$ cat config.mk
export PLATFORM = sky130hd
export DESIGN_NAME = stall_ram
export DESIGN_NICKNAME = d
export VERILOG_FILES = /design/src/rtl/stall_ram_pkg.sv /design/src/rtl/stall_ram_capture.sv /design/src/rtl/stall_ram_core.sv /design/src/rtl/stall_ram_outstage.sv /design/src/rtl/stall_ram.sv
export SDC_FILE = /design/constraint.sdc
export NUM_CORES = 1
export LEC_CHECK = 0
export ABC_AREA = 1
export BUFFER_PORTS_ARGS = -buffer_cell sky130_fd_sc_hd__buf_2
export CAP_MARGIN = 30
export CORE_MARGIN = 1.5
export CORE_UTILIZATION = 55
export CTS_CLUSTER_SIZE = 16
export DETAILED_ROUTE_END_ITERATION = 8
export PLACE_DENSITY_LB_ADDON = 0.2
export SYNTH_ARGS = -nofsm -noshare
export SYNTH_HDL_FRONTEND = slang
export SYNTH_SLANG_ARGS = --single-unit
$ cat constraint.sdc
create_clock -name clk -period 5.82 [get_ports clk]
set_clock_uncertainty 0.1 [all_clocks]
set_input_delay 1.746 -clock clk [delete_from_list [all_inputs] [get_ports clk]]
set_output_delay 1.746 -clock clk [all_outputs]
set_load 0.03 [all_outputs]
$ cat src/rtl/stall_ram_pkg.sv
package stall_ram_pkg;
  // Selects whether the read word passes through an extra register.
  typedef enum logic {
    RD_DIRECT = 1'b0,
    RD_PIPED  = 1'b1
  } rd_path_e;
endpackage

$ cat src/rtl/stall_ram_capture.sv
// Input register rank: every request input is captured on the rising edge.
// The address register can be frozen by the stall input.
module stall_ram_capture #(
  parameter int AW = 6,
  parameter int DW = 8
) (
  input  logic          clk,
  input  logic          in_aclr,
  input  logic          addr_stall,
  input  logic [AW-1:0] addr,
  input  logic [DW-1:0] wdata,
  input  logic          wr_en,
  input  logic          rd_en,
  output logic [AW-1:0] lat_addr,
  output logic [DW-1:0] lat_wdata,
  output logic          lat_we,
  output logic          lat_re
);

  // Address register: keeps its value while stalled.
  always_ff @(posedge clk or posedge in_aclr) begin
    if (in_aclr) begin
      lat_addr <= '0;
    end else if (!addr_stall) begin
      lat_addr <= addr;
    end
  end

  // Data and enable registers: loaded every edge.
  always_ff @(posedge clk or posedge in_aclr) begin
    if (in_aclr) begin
      lat_wdata <= '0;
      lat_we    <= 1'b0;
      lat_re    <= 1'b0;
    end else begin
      lat_wdata <= wdata;
      lat_we    <= wr_en;
      lat_re    <= rd_en;
    end
  end

endmodule

$ cat src/rtl/stall_ram_core.sv
// Storage array with a synchronous, read-enabled read word register.
// Nonblocking updates give old-data behaviour on same-address read and write.
module stall_ram_core #(
  parameter int AW = 6,
  parameter int DW = 8
) (
  input  logic          clk,
  input  logic          out_aclr,
  input  logic [AW-1:0] addr,
  input  logic [DW-1:0] wdata,
  input  logic          we,
  input  logic          re,
  output logic [DW-1:0] rd_word
);

  localparam int DEPTH = 1 << AW;

  logic [DW-1:0] store [DEPTH];

  // Write port: no reset, contents survive both clears.
  always_ff @(posedge clk) begin
    if (we) begin
      store[addr] <= wdata;
    end
  end

  // Read word register: holds when the read enable is low.
  always_ff @(posedge clk or posedge out_aclr) begin
    if (out_aclr) begin
      rd_word <= '0;
    end else if (re) begin
      rd_word <= store[addr];
    end
  end

endmodule

$ cat src/rtl/stall_ram_outstage.sv
// Read path selection: direct wire or one extra register.
module stall_ram_outstage #(
  parameter int                     DW   = 8,
  parameter stall_ram_pkg::rd_path_e PATH = stall_ram_pkg::RD_DIRECT
) (
  input  logic          clk,
  input  logic          out_aclr,
  input  logic [DW-1:0] rd_word,
  output logic [DW-1:0] rdata
);

  generate
    if (PATH == stall_ram_pkg::RD_PIPED) begin : g_piped
      logic [DW-1:0] pipe_q;
      always_ff @(posedge clk or posedge out_aclr) begin
        if (out_aclr) begin
          pipe_q <= '0;
        end else begin
          pipe_q <= rd_word;
        end
      end
      assign rdata = pipe_q;
    end else begin : g_direct
      assign rdata = rd_word;
    end
  endgenerate

endmodule

$ cat src/rtl/stall_ram.sv
// Single-port synchronous RAM with address stall and split asynchronous clears.
module stall_ram #(
  parameter int                     AW   = 6,
  parameter int                     DW   = 8,
  parameter stall_ram_pkg::rd_path_e PATH = stall_ram_pkg::RD_DIRECT
) (
  input  logic          clk,
  input  logic          in_aclr,
  input  logic          out_aclr,
  input  logic          addr_stall,
  input  logic [AW-1:0] addr,
  input  logic [DW-1:0] wdata,
  input  logic          wr_en,
  input  logic          rd_en,
  output logic [DW-1:0] rdata
);

  logic [AW-1:0] lat_addr;
  logic [DW-1:0] lat_wdata;
  logic          lat_we;
  logic          lat_re;
  logic [DW-1:0] rd_word;

  stall_ram_capture #(.AW(AW), .DW(DW)) u_capture (
    .clk        (clk),
    .in_aclr    (in_aclr),
    .addr_stall (addr_stall),
    .addr       (addr),
    .wdata      (wdata),
    .wr_en      (wr_en),
    .rd_en      (rd_en),
    .lat_addr   (lat_addr),
    .lat_wdata  (lat_wdata),
    .lat_we     (lat_we),
    .lat_re     (lat_re)
  );

  stall_ram_core #(.AW(AW), .DW(DW)) u_core (
    .clk      (clk),
    .out_aclr (out_aclr),
    .addr     (lat_addr),
    .wdata    (lat_wdata),
    .we       (lat_we),
    .re       (lat_re),
    .rd_word  (rd_word)
  );

  stall_ram_outstage #(.DW(DW), .PATH(PATH)) u_outstage (
    .clk      (clk),
    .out_aclr (out_aclr),
    .rd_word  (rd_word),
    .rdata    (rdata)
  );

endmodule

-- After elaboration in Yosys (flattened, before gate mapping)
Memories as Yosys holds them, arrays and structs flattened. A register that Yosys moved wholly into a read port is not among the register bits.
Cells that the tools add are included.
- register bits after elaboration: 16
- bits of input ports: 20
- memory bits (writable): 512
- memories: 1
- logic and storage cells: 7
- memories (memory ; depth ; width ; rd ports ; clocked after Yosys merged registers in ; write ports ; RTL line ; text):
    u_core.store ; 64 ; 8 ; 1 ; 1 ; 1 ; stall_ram_core.sv:18 ; logic [DW-1:0] store [DEPTH];
- mux-type cells: 2
- operator list (kind ; count):
    two-way mux 1 bit ; 2

-- Logic depth before layout (Yosys ltp)
Gate-level depths: netlist (run 1).
- depth after elaboration: 2
- depth in mapped cells: 16
- gate-level depth less buffers: 13

-- Hierarchy
From an unflattened synthesis (run 1), not the netlist that was laid out.
- cell total of the unflattened synthesis: 2246
- area, all modules: 22726.8 µm²
- by module, submodules not included (module ; instances ; cells an instance ; area each (µm²)):
    stall_ram_core ; 1 ; 2202 ; 22191.3
    stall_ram_capture ; 1 ; 36 ; 475.5
    stall_ram_outstage ; 1 ; 8 ; 60.1

-- Least setup slack after synthesis (run 1)
No wires, ideal clock.
- path kind: reg2reg
- from: register u_capture.lat_addr[3]
- to: memory u_core.store[40][0], enable pin
- slack: 3.355 ns
- clock period less this slack: 2.465 ns
- data arrival time: 1.970 ns
- stages on the path, launching flop included: 6
- data required time: 5.325 ns
- path through: dfrtp_1 buf_4 clkinv_1 nor3_2 inv_2 nor4_1
- RTL lines (what ; RTL line ; text):
    start: declaration ; stall_ram_capture.sv:14 ; output logic [AW-1:0] lat_addr,
    start signal: assignment ; stall_ram_capture.sv:25 ; lat_addr <= addr;
    end: declaration ; stall_ram_core.sv:18 ;
No word-level cell before the write port.

-- Final worst setup path (run 1)
- from: register u_capture.lat_addr[1]
- to: memory u_core.store[11][4], enable pin
No word-level cell before the write port.

==> reports/results.ini, run 1 <==
[die]
rows = 74
coreArea_um2 = 40830
ios = 28
start_util_pct = 55.71
die_width_um = 206.4
chipHeight_um = 206.4
die_area_um2 = 42590

[flow_run]
max-cap-violations = 0

[timing]
tightest_slew_ns = 0.9640
setup_tns_ns = 0
finalHoldViolCount = 0
fin_crit_sh_pct = 61.44
fmaxAchievable_mhz = 279.7
rsz0062_at_grt = no
report.final.slew_viol_count = 0
relSlewSlack_pct = 35.73
fin_crit_ns = 3.576
setup_violations = 0

[min_path]
min_path_type = reg2reg
holdPathEnd = u_core.rd_word[7]$_DFFE_PP0P_
whs_path_depth = 2
worstHoldStart = u_core.rd_word[7]$_DFFE_PP0P_

[detailed_routing]
firstDrtPassIters = 6
ant_nets = 0
vias_per_cell = 5.371
via_count = 14990
drt_iter0_markers = 1658
wire_per_inst_um = 19.52
route.detailed.drc = 0
wl_mm = 54.49

[setup_path]
r2r_cells = 4
reg2reg_slack_ns = 2.24
startpoint_type = flop
arrival_ns = 3.71
required_ns = 5.95
regToRegStartpoint = u_capture.lat_addr[1]$_DFFE_PP0N_
path_max_fanout = 35
worstSetupPathType = reg2reg
critPathCaptureType = flop
r2r-end = u_core.store[11][4]$_DFFE_PP_

[logic_synthesis]
synthesis.area_um2 = 22750
synthTopCellsByArea = edfxtp_1 68%, nand2_1 22%, dfrtp_1 2.6%, nor2_1 1.7%, buf_6 1.3%
synth_nets = 2239
ys_seq_elements = 536
synth_top_area_share_pct = 67.59
yosys_warnings = 0
synth_cell_types = 24
ys_seq_area_share_pct = 70.23
synth_top_area_cell = edfxtp_1
synthCells = 2219
synth_area_per_cell_um2 = 10.25

[placed_design]
placed_cell_area_um2 = 23040
hpwl_mm = 30.89
gp_congestion = 0.8777
io_buffers = 27

[clock_network]
post_cts_resized = 0
root_buffer = clkbuf_16
numCtsBuffers = 54
clkTransAtPathRegs_ns = 0.06
cts_sinks = 536
post-cts-setup-buffers = 0
ctsLongestPathBuffers = 3
cts_tree = done
worstSkewPairLatency_ns = 0.60
ctsHoldBuffers = 0
h-tree-depth = 2

[finish]
areaGrowthSynthToFinish_pct = 9.202
final_util_pct = 60.84
layout_commonest_cell = nand2_1
final_cell_mix = 1360 x nand2_1, 512 x edfxtp_1, 101 x nor2_1, 55 x clkbuf_16, 37 x inv_1
antenna_cells = 0
fin_area_um2 = 24840
final_nets = 2235
drive_gt1_share_pct = 6.994
fillers = 3359

[pwr]
p_per_area_nw_per_um2 = 342.9
ir_worst_vdd_uv = 280.1
p_leak_uw = 0.01030

[status]
status = finished, final reports clean

[global_route]
grt.total_usage_pct = 26.42
grt_antenna_before_repair = 0
grt_max_degree = 99
grt_pass1_wl_mm = 83.23
grt_pass1_vias = 14450
overflow = 0

critical path: stages (launching register included):
cell	delay, ns
dfrtp_4	0.68
clkinv_2	0.48
nor2_2	0.44
nand3_1	0.71
nor2_1	0.78
metrics by stage:
stage	setup WS [ns]	hold slack, ns	std cells	total power (uW)
after floorplan	3.355	0.4882	2219	4924
after global placement	2.428	0.4396	2688	5136
after detailed placement	2.247	0.4273	2689	5147
after CTS	2.262	0.4394	2789	8542
after global routing	2.052	0.4753	2791	8794
final	2.244	0.4401	2791	8519
cell families after synthesis:
family / count (synthesis) / synth area share (%)
buffers and inverters: 147 / 3.713
AND/OR/NAND/NOR: 1511 / 25.48
flip-flops: 536 / 70.23
AO/OA/AOI/OAI: 25 / 0.5830
registers in the layout (all words and copies together), names as in the netlist:
name	flops
u_capture.lat_addr	6
u_capture.lat_re	1
u_capture.lat_wdata	8
u_capture.lat_we	1
u_core.rd_word	8
u_core.store	512
per-layer routing:
metal,vias up,global-route usage (%),wire [um]
li1,7167,-,-
met1,7106,36.81,22980
met2,608,42.04,25350
met3,109,4.100,4261
met4,0,10.35,1900
met5,-,0,0
where the power goes:
part | total (uW) | switching (uW) | internal (uW)
clock network | 3440 | 1430 | 2010
logic | 703 | 513 | 189
registers | 4380 | 106 | 4270
total | 8520 | 2040 | 6470
synthesized netlist by cell type:
cell and instances:
nor3_2 8, clkinv_1 2, buf_6 27, o211ai_1 3, buf_8 1, inv_1 37, nor2_2 2, nand2_1 1360
inv_4 1, edfxtp_1 512, o21ai_1 8, clkbuf_1 16, buf_4 4, nand3_1 25, a21oi_1 10, nand4_1 2
buf_2 49, buf_1 6, or2_2 11, nor4_1 2, dfrtp_1 24, inv_2 4, o21ai_0 4, nor2_1 101
worst max path at each step:
stage | end | startpoint
final | u_core.store[11][4]$_DFFE_PP_ | u_capture.lat_addr[1]$_DFFE_PP0N_
after global routing | u_core.store[19][0]$_DFFE_PP_ | u_capture.lat_addr[1]$_DFFE_PP0N_
after CTS | u_core.store[19][0]$_DFFE_PP_ | u_capture.lat_addr[1]$_DFFE_PP0N_
after detailed placement | u_core.store[11][6]$_DFFE_PP_ | u_capture.lat_addr[1]$_DFFE_PP0N_
after global placement | u_core.store[34][1]$_DFFE_PP_ | u_capture.lat_addr[1]$_DFFE_PP0N_
after floorplan | u_core.store[40][0]$_DFFE_PP_ | u_capture.lat_addr[3]$_DFFE_PP0N_
layout make-up:
type                       instances  area (um2)  share of cell area (%)
sequential                       536       16010                   64.47
tap                              532       665.6                   2.680
timing repair buffer              43       315.3                   1.269
clock buffer                      68        1445                   5.817
clock inverter                    32       301.5                   1.214
inverter                          44       171.4                  0.6900
multi-input combinational       1536        5928                   23.86
(Power assumes the default switching activity.)
==> run 2, diff against run 1 <==
clock period = 3.2 ns   (was 5.82 ns; I/O delays follow)
==> run 2 against run 1 <==
Total power up 76%; setup slack worse by 1.6 ns; via count up 2.0%; critical endpoint is now u_core.store[4][1]$_DFFE_PP_; critical path depth up 1; final cell count up 2.3%; utilization up 0.85 points; largest power group unchanged.
==> reports/results.ini, run 2 (synthesis gave the netlist of run 1 again) <==
[status]
status = finished, final reports clean

[finish]
largest_reg_flops = 512
seq_area_um2 = 16000
antenna_cells = 0
drive_gt1_share_pct = 9.251
largest_registers = u_core.store x512, u_capture.lat_wdata x8, u_core.rd_word x8
areaGrowthSynthToFinish_pct = 10.73
multiInputGateArea_um2 = 5928
top_register = u_core.store
layout_commonest_cell = nand2_1
final_nets = 2304
fillers = 3291
fin_area_um2 = 25190
fin_cells = 2856
final_cell_mix = 1360 x nand2_1, 512 x edfxtp_1, 101 x nor2_1, 79 x buf_4, 53 x clkbuf_16

[die]
die_width_um = 206.4
rows = 74
coreArea_um2 = 40830
start_util_pct = 55.71
ios = 28
chipHeight_um = 206.4
die_area_um2 = 42590

[clock_network]
ctsLongestPathBuffers = 3
numCtsBuffers = 53
root_buffer = clkbuf_16
post_cts_resized = 0
ctsHoldBuffers = 0
worstSkewPairLatency_ns = 0.62
h-tree-depth = 2
cts_tree = done
cts_sinks = 536
post-cts-setup-buffers = 0
clkTransAtPathRegs_ns = 0.06

[setup_path]
reg2reg_slack_ns = 0.62
worstSetupEndpoint = u_core.store[4][1]$_DFFE_PP_
startpoint_type = flop
cp_num_buf_inv = 2
critPathCaptureType = flop
path_cells = inv_2 -> nor2_2 -> nand3_1 -> buf_4 -> nor2_1
crit_cells = 5
worstSetupPathType = reg2reg
regToRegStartpoint = u_capture.lat_addr[2]$_DFFE_PP0N_
r2r_cells = 5
required_ns = 3.32
critPathSlowestCell = dfrtp_2
path_max_fanout = 23
arrival_ns = 2.71
critPathTopFamily = simple AND/OR/NAND/NOR gates
cp-startpoint = u_capture.lat_addr[2]$_DFFE_PP0N_
max_stage_delay_ns = 0.71
r2r-end = u_core.store[4][1]$_DFFE_PP_

[timing]
report.final.slew_viol_count = 0
fmaxAchievable_mhz = 387.0
fin_crit_sh_pct = 80.76
setup_violations = 0
tightest_slew_ns = 0.9014
setup_tns_ns = 0
rsz0062_at_grt = no
relSlewSlack_pct = 39.68
finalHoldViolCount = 0
fin_crit_ns = 2.584

[detailed_routing]
wire_per_inst_um = 19.29
ant_nets = 0
drt_iter0_markers = 1716
vias_per_cell = 5.354
via_count = 15290
route.detailed.drc = 0
wl_mm = 55.09
firstDrtPassIters = 5

[global_route]
grt_max_degree = 129
grt.total_usage_pct = 26.66
overflow = 0
grt_pass1_wl_mm = 84.63
grt_antenna_before_repair = 0
grt_pass1_vias = 14790

[placed_design]
dpl.cell_count = 2761
gp_congestion = 0.9082
hpwl_mm = 32.35
placed_cell_area_um2 = 23630
io_buffers = 27

[flow_run]
max-cap-violations = 0

[pwr]
p_per_area_nw_per_um2 = 594.5
p_leak_uw = 0.01056
ir_worst_vdd_uv = 576.1

[min_path]
min_path_type = in2async

## run 2: changes by cell type in the layout (fill, tap and decap cells not counted), sizes merged
cell      before  now
inv           43   46
clkbuf        68   63
clkinvlp       1    2
bufinv         6    1
clkinv        26   27
buf           43  113
## run 2: layout make-up
class | instances | area share (%)
clock buffers | 63 | 5.414
clock inverters | 32 | 0.7650
inverters | 44 | 0.6805
multi-input cells | 1536 | 23.53
flip-flops and latches | 536 | 63.52
well taps | 532 | 2.643
repair buffers | 113 | 3.447
## run 2: metrics by stage
stage / hold slack (ns) / power (uW) / utilization (%) / worst slack, ns
6_report: 0.2194 / 14980 / 61.69 / 0.6158
4_1_cts: 0.1981 / 15060 / 61.69 / 0.6736
3_3_place_gp: 0.4520 / 9388 / 57.88 / 0.7168
5_1_grt: 0.2244 / 15490 / 61.69 / 0.5000
3_5_place_dp: 0.4566 / 9409 / 57.88 / 0.6826
2_1_floorplan: 0.4882 / 8956 / - / 0.7351
## run 2: worst register-to-register path: stages, from the launching register on
cell	delay, ns
dfrtp_2	0.71
inv_2	0.09
nor2_2	0.26
nand3_1	0.14
buf_4	0.21
nor2_1	0.70
## run 2: worst min-delay path by stage
stage,end,cells after the start
5_1_grt,u_core.rd_word[5]$_DFFE_PP0P_,2
6_report,u_core.rd_word[5]$_DFFE_PP0P_,2
3_3_place_gp,u_core.rd_word[6]$_DFFE_PP0P_,3
2_1_floorplan,u_core.rd_word[7]$_DFFE_PP0P_,2
4_1_cts,u_core.rd_word[6]$_DFFE_PP0P_,2
3_5_place_dp,u_core.rd_word[6]$_DFFE_PP0P_,3
## run 2: report_power, final
part / switching (uW) / internal [uW] / leakage [uW] / total, uW
Combinational: 1000 / 377 / 0.00493 / 1380
Clock: 2590 / 3120 / 0.000753 / 5700
Sequential: 129 / 7760 / 0.00487 / 7890
## run 2: metal layers
layer | global-route usage (%) | share of wire, % | vias up
li1 | - | - | 7301
met1 | 37.28 | 43 | 7347
met2 | 42.57 | 47 | 548
met3 | 4.178 | 7.1 | 94
met4 | 9.679 | 3.0 | 0
met5 | 0 | 0 | -
